<file path="src/rtl/twi_evt_pkg.sv">
package twi_evt_pkg;
  localparam int NumEvt = 10;
  localparam int CodeW = 8;
  localparam logic [CodeW-1:0] CodeIdle = 8'hF8;

  typedef struct packed {
    logic capture;
    logic load;
    logic toIdle;
  } dpCtl_t;

  function automatic logic [CodeW-1:0] codeOf(input int idx);
    case (idx)
      0: codeOf = 8'h00;
      1: codeOf = 8'h38;
      2: codeOf = 8'h08;
      3: codeOf = 8'h10;
      4: codeOf = 8'h18;
      5: codeOf = 8'h28;
      6: codeOf = 8'h50;
      7: codeOf = 8'h60;
      8: codeOf = 8'h70;
      9: codeOf = 8'hA0;
      default: codeOf = CodeIdle;
    endcase
  endfunction
endpackage

</file>
<file path="src/rtl/twi_evt_ctrl.sv">
module twi_evt_ctrl
  import twi_evt_pkg::*;
#(
  parameter int EvtCnt = NumEvt
) (
  input  logic              clk,
  input  logic              rstN,
  input  logic [EvtCnt-1:0] evtStrobe,
  input  logic              clrWrite,
  output logic              flag,
  output logic              sclHold,
  output dpCtl_t            ctl
);
  logic anyEvt;
  logic accept;
  logic loadPend;

  assign anyEvt = |evtStrobe;
  assign accept = anyEvt && (!flag || clrWrite);

  always_ff @(posedge clk) begin
    if (!rstN) begin
      flag     <= 1'b0;
      loadPend <= 1'b0;
    end else begin
      loadPend <= accept;
      if (accept)        flag <= 1'b1;
      else if (clrWrite) flag <= 1'b0;
    end
  end

  assign sclHold     = flag && !clrWrite;
  assign ctl.capture = accept;
  assign ctl.toIdle  = accept || clrWrite;
  assign ctl.load    = loadPend && !clrWrite;


  flag_sticky_chk: assert property (@(posedge clk) disable iff (!rstN)
    (flag && !clrWrite) |=> flag);


  idle_stays_chk: assert property (@(posedge clk) disable iff (!rstN)
    (!flag && !anyEvt) |=> !flag);
endmodule

</file>
<file path="src/rtl/twi_evt_datapath.sv">
module twi_evt_datapath
  import twi_evt_pkg::*;
#(
  parameter int EvtCnt = NumEvt
) (
  input  logic              clk,
  input  logic              rstN,
  input  logic [EvtCnt-1:0] evtStrobe,
  input  dpCtl_t            ctl,
  output logic [CodeW-1:0]  statusOut
);
  logic [CodeW-1:0] selCode;
  logic [CodeW-1:0] pendCode;
  logic [CodeW-1:0] statusReg;

  // lowest set position wins: scan from the top so the lowest overwrites last
  always_comb begin
    selCode = CodeIdle;
    for (int i = EvtCnt - 1; i >= 0; i--) begin
      if (evtStrobe[i]) selCode = codeOf(i);
    end
  end

  always_ff @(posedge clk) begin
    if (!rstN) begin
      pendCode  <= CodeIdle;
      statusReg <= CodeIdle;
    end else begin
      if (ctl.capture) pendCode <= selCode;
      if (ctl.toIdle)      statusReg <= CodeIdle;
      else if (ctl.load)   statusReg <= pendCode;
    end
  end

  assign statusOut = statusReg;


  bus_err_wins_chk: assert property (@(posedge clk) disable iff (!rstN)
    (ctl.capture && evtStrobe[0]) |=> (pendCode == 8'h00));
endmodule

</file>
<file path="src/rtl/twi_event_status.sv">
module twi_event_status
  import twi_evt_pkg::*;
(
  input  logic                 clk,
  input  logic                 rstN,
  input  logic [NumEvt-1:0]    evtStrobe,
  input  logic                 clrWrite,
  output logic                 flagOut,
  output logic [CodeW-1:0]     statusOut,
  output logic                 sclHold
);
  dpCtl_t ctl;

  twi_evt_ctrl #(.EvtCnt(NumEvt)) u_ctrl (
    .clk       (clk),
    .rstN      (rstN),
    .evtStrobe (evtStrobe),
    .clrWrite  (clrWrite),
    .flag      (flagOut),
    .sclHold   (sclHold),
    .ctl       (ctl)
  );

  twi_evt_datapath #(.EvtCnt(NumEvt)) u_dp (
    .clk       (clk),
    .rstN      (rstN),
    .evtStrobe (evtStrobe),
    .ctl       (ctl),
    .statusOut (statusOut)
  );


  status_needs_flag_chk: assert property (@(posedge clk) disable iff (!rstN)
    (statusOut != CodeIdle) |-> flagOut);


  status_loaded_chk: assert property (@(posedge clk) disable iff (!rstN)
    (flagOut && $past(flagOut) && !$past(clrWrite)) |-> (statusOut != CodeIdle));


  hold_with_flag_chk: assert property (@(posedge clk) disable iff (!rstN)
    (flagOut && !clrWrite) |-> sclHold);


  no_hold_idle_chk: assert property (@(posedge clk) disable iff (!rstN)
    !flagOut |-> !sclHold);
endmodule

</file>
<file path="config.mk">
export PLATFORM = sky130hd
export DESIGN_NAME = twi_event_status
export DESIGN_NICKNAME = d
export VERILOG_FILES = /design/src/rtl/twi_evt_pkg.sv /design/src/rtl/twi_evt_ctrl.sv /design/src/rtl/twi_evt_datapath.sv /design/src/rtl/twi_event_status.sv
export SDC_FILE = /design/constraint.sdc
export NUM_CORES = 1
export LEC_CHECK = 0
export ABC_AREA = 0
export BUFFER_PORTS_ARGS = -buffer_cell sky130_fd_sc_hd__buf_2
export CAP_MARGIN = 20
export CORE_AREA = 2 2 40 42
export CTS_CLUSTER_SIZE = 10
export DETAILED_ROUTE_END_ITERATION = 8
export DIE_AREA = 0 0 42 44
export PLACE_DENSITY = 0.78
export SLEW_MARGIN = 15
export SYNTH_ARGS = -nofsm -noshare
export SYNTH_HDL_FRONTEND = slang
export SYNTH_SLANG_ARGS = --single-unit
export TNS_END_PERCENT = 1
</file>
<file path="constraint.sdc">
create_clock -name clk -period 2 [get_ports clk]
set_input_delay 0 -clock clk [delete_from_list [all_inputs] [get_ports clk]]
set_output_delay 0 -clock clk [all_outputs]
set_load 0.02 [all_outputs]
</file>
---- Word level (Yosys, flattened, before mapping) ----
Index checks and enable logic that the tools add are counted.
word-level totals
  register bits after elaboration ......... 18
  word-level logic and storage cells ...... 27
operators by class
  muxes and demuxes ....................... 12
  reduce and logical (&&, ||, !) cells .... 10
  bitwise operators ....................... 1
operator list
  kind                 count
  8-bit two-way mux    9
  10-bit OR reduction  1
  7-bit two-way mux    1
  1-bit logical AND    3
  1-bit logical NOT    2
  1-bit logical OR     2
  1-bit two-way mux    2
  2-bit nonzero test   1
  2-bit OR reduction   1
  1-bit NOT            1

---- Logic depth before layout (Yosys ltp) ----
  depth in word-level cells ............... 10
  gate-level depth with buffers ........... 5
  gate-level depth less buffers ........... 4

---- Modules after synthesis ----
Synthesis repeated with hierarchy kept, for this count alone.
second synthesis, totals
  cells, all modules ...................... 67
  area, all modules ....................... 623.1 µm²
by module, submodules not included
  module            instances  area an instance (µm²)  cells an instance
  twi_evt_datapath  1          471.7                   52
  twi_evt_ctrl      1          151.4                   15

---- Worst setup path before layout ----
No wires, ideal clock.
  path kind ............................... input to register
  start point ............................. in evtStrobe[4]
  end point ............................... reg u_dp.pendCode[5]
  cell stages on the path ................. 5
  setup time .............................. 0.115 ns
  arrival time ............................ 1.366 ns
  path slack .............................. 0.519 ns
  cell sequence ........................... or4_1 -> buf_2 -> o41ai_4 -> mux2i_1 -> nand2_1
on the way
  longest elaborated chain between the ends .. 5
ends and longest elaborated chain
  what                             RTL line                source
  start, declared                  twi_event_status.sv:6   input logic [NumEvt-1:0] evtStrobe,
  8-bit two-way mux (5 in series)  twi_evt_datapath.sv:20  if (evtStrobe[i]) selCode = codeOf(i);
  end signal, assigned             twi_evt_datapath.sv:26  pendCode <= CodeIdle;
  end signal, assigned             twi_evt_datapath.sv:29  if (ctl.capture) pendCode <= selCode;
  end, declared                    twi_evt_datapath.sv:13  logic [CodeW-1:0] pendCode;
Several ways; a longest one is shown, not always the timed one.
A chain may end at the register's enable or synchronous reset.

---- Worst setup path after layout ----
Same ends and word-level chain as after synthesis.

==> flow_summary.ini <==
[outcome]
status = complete, no violations

[sta]
timing.fmax_mhz = 711.4
rsz0062_at_grt = no
setup_viol = 0
min_period_ns = 1.406
finalHoldViolCount = 0
slew_viol_final = 0
final.setup.tns_ns = 0
timing.hold.ws_ns = 0.06973
clock_skew_ns = 0.001375
period_share_pct = 70.28

[grt]
grt-ovfl-total = 0
grtUsageTotal_pct = 13.81
grt_pass1_vias = 436
grt_pass1_wl_um = 1876
antenna_found_initial = 0
grt_max_degree = 9

[placement]
place_area_um2 = 678.2
io_buffer_count = 19
place_congestion = 0.8124
hpwl_um = 913.8
dp_cells = 104

[route]
drc = 0
top_layer = met4
wl_per_cell_um = 10.64
routed_wl_um = 1160
num_vias = 551
drtAntennaViolNets = 0
firstDrtPassIters = 4
wirelength_met1_um = 571
met3WireLength_um = 76
wl_met2_um = 498
drt_iter0_drc = 14
drt-vias-per-instance = 5.055

[clock_network]
cts.clk_slew.worst_paths_ns = 0.07
cts_buffers = 3
h-tree-depth = 1
cts_tree = done
clock-sinks = 12
ctsResizeCount = 0
root_buffer = clkbuf_4
insertion_delay_ns = 0.26
cts.path.max_buffers = 2

[die]
dieArea_um2 = 1848
start_util_pct = 41.36
io_pins = 23
rows = 14
core_um2 = 1419
die_w_um = 42
fp.dieH_um = 44

[synth]
ys_seq_area_share_pct = 40.94
ys_types = 26
ys_warn_count = 0
syn_area_um2 = 586.8
ys_ff_latch = 12
synthCells = 72
ys_async_sr_fraction_pct = 0
synth.avg_cell_area_um2 = 8.150
synth_ff_type = dfxtp_1
synth_edf_count = 0

[power]
p_sw_uw = 129.7
power.density_nw_per_um2 = 720.1
p_clk_share_pct = 35.8
combPwrFrac_pct = 14.9
ir_drop_uv = 269.9
intPower_uw = 392.0
seq_power_share_pct = 49.3
sw_frac_of_total_pct = 24.86
p_leak_uw = 0.0003457

[setup_path]
cp_max_fo = 8
worstSetupPathType = input port to flip-flop
critPathMaxStageDelay_ns = 0.64
endpoint_kind = flip-flop
slowest_stage = or4_1
path_cells = buf_2 -> or4_1 -> o41ai_4 -> mux2i_1 -> nand2_1
start_kind = input port
worstPathArrival_ns = 1.57
crit_required_ns = 2.16

[layout]
syn2layout_area_growth_pct = 23.45
drive_above_1_share_pct = 25.81
diodes = 0
final_area_um2 = 724.4
layout.nets = 107
final_core_util_pct = 51.06
fillers = 136
fin_cells = 109

[min_path]
hp-class = input port to flip-flop

[job]
maxCapViolations = 0
==> flip-flops by register name, summed over array words and instances (netlist names) <==
signal	cells
u_ctrl.loadPend	1
u_ctrl.flag	1
u_dp.pendCode	5
u_dp.statusOut	5
==> cells in the mapped netlist (2+ instances only) <==
| cell | n | area share (%) |
|---|---|---|
| nor3_1 | 2 | 1.7 |
| nor4_1 | 3 | 3.2 |
| nor2_1 | 4 | 2.6 |
| or4_1 | 2 | 2.6 |
| a21oi_1 | 2 | 1.7 |
| nor2b_1 | 2 | 2.1 |
| inv_1 | 5 | 3.2 |
| nand2_1 | 14 | 9.0 |
| nand2b_1 | 2 | 2.1 |
| o21ai_0 | 2 | 1.7 |
| nand3_1 | 5 | 4.3 |
| o211ai_1 | 2 | 2.6 |
| buf_4 | 3 | 3.8 |
| dfxtp_1 | 12 | 41 |
==> per-stage QoR <==
| step | setup slack [ns] | power, uW |
|---|---|---|
| 6_report | 0.5944 | 521.7 |
| 5_1_grt | 0.4754 | 545.8 |
| 4_1_cts | 0.6009 | 527.2 |
| 3_5_place_dp | 0.3161 | 338.3 |
| 3_3_place_gp | 0.3585 | 336.4 |
| 2_1_floorplan | 0.5192 | 313.3 |
==> layout by cell type (no fill, tap or decap), drive strengths merged, types with 3 or more instances in the layout <==
cell    netlist  routed
inv           5       5
buf           4      19
clkbuf        1       4
dfxtp        12      12
nand2        14      14
nand3         5       5
conb          1       3
nor2          4       4
nor4          3       3
==> power groups by stage <==
stage | Sequential (uW) | Clock, uW | Combinational [uW]
after global routing | 259 | 201 | 86.4
after detailed placement | 263 | 0 | 75.6
after CTS | 257 | 193 | 77.5
after global placement | 263 | 0 | 73.9
after floorplan | 264 | 0 | 48.8
final | 257 | 187 | 77.6
==> cell families after synthesis <==
kind of cell	share of synthesized area (%)
other	0.6390
and+or+nand+nor	28.57
DFF	40.94
AOI/OAI and AO/OA	19.62
buffers and inverters	8.527
muxes	1.706
==> final timing paths <==
path	start	end	slack, ns	depth (start not counted)
hold reg to reg	u_dp.statusOut[3]$_SDFFE_PP1P_	u_dp.statusOut[3]$_SDFFE_PP1P_	0.46	2
setup / recovery	evtStrobe[4]	u_dp.pendCode[5]$_SDFFE_PN1P_	0.59	5
setup reg to reg	u_ctrl.flag$_SDFFE_PN0P_	u_dp.pendCode[5]$_SDFFE_PN1P_	1.00	4
hold / removal	evtStrobe[0]	u_dp.pendCode[4]$_SDFFE_PN1P_	0.07	4
==> cell type report <==
type | count | area, um2 | area share (%)
clock buffers | 4 | 36.28 | 5.009
inverters | 5 | 18.77 | 2.591
multi-input cells | 52 | 304.0 | 41.97
flip-flops and latches | 12 | 240.2 | 33.16
well taps | 16 | 20.02 | 2.763
repair buffers | 20 | 105.1 | 14.51
==> timing repair <==
item,in CTS,in global routing
hold buffers,1,0
setup buffers,0,0
hold endpoints to repair,4,0
==> worst max-delay path, delay by kind of cell <==
kind,cells,cell delay (ns)
compound gates,1,0.51
buf+inv,1,0.11
simple gates,2,0.71
mux,1,0.24
==> metal layers <==
layer	global-route usage, %	vias to the layer above
met5	0	-
met4	11.61	0
met3	3.333	2
met2	20.31	18
met1	17.01	238
li1	-	293
No activity file was read; power rests on OpenSTA's default activity.
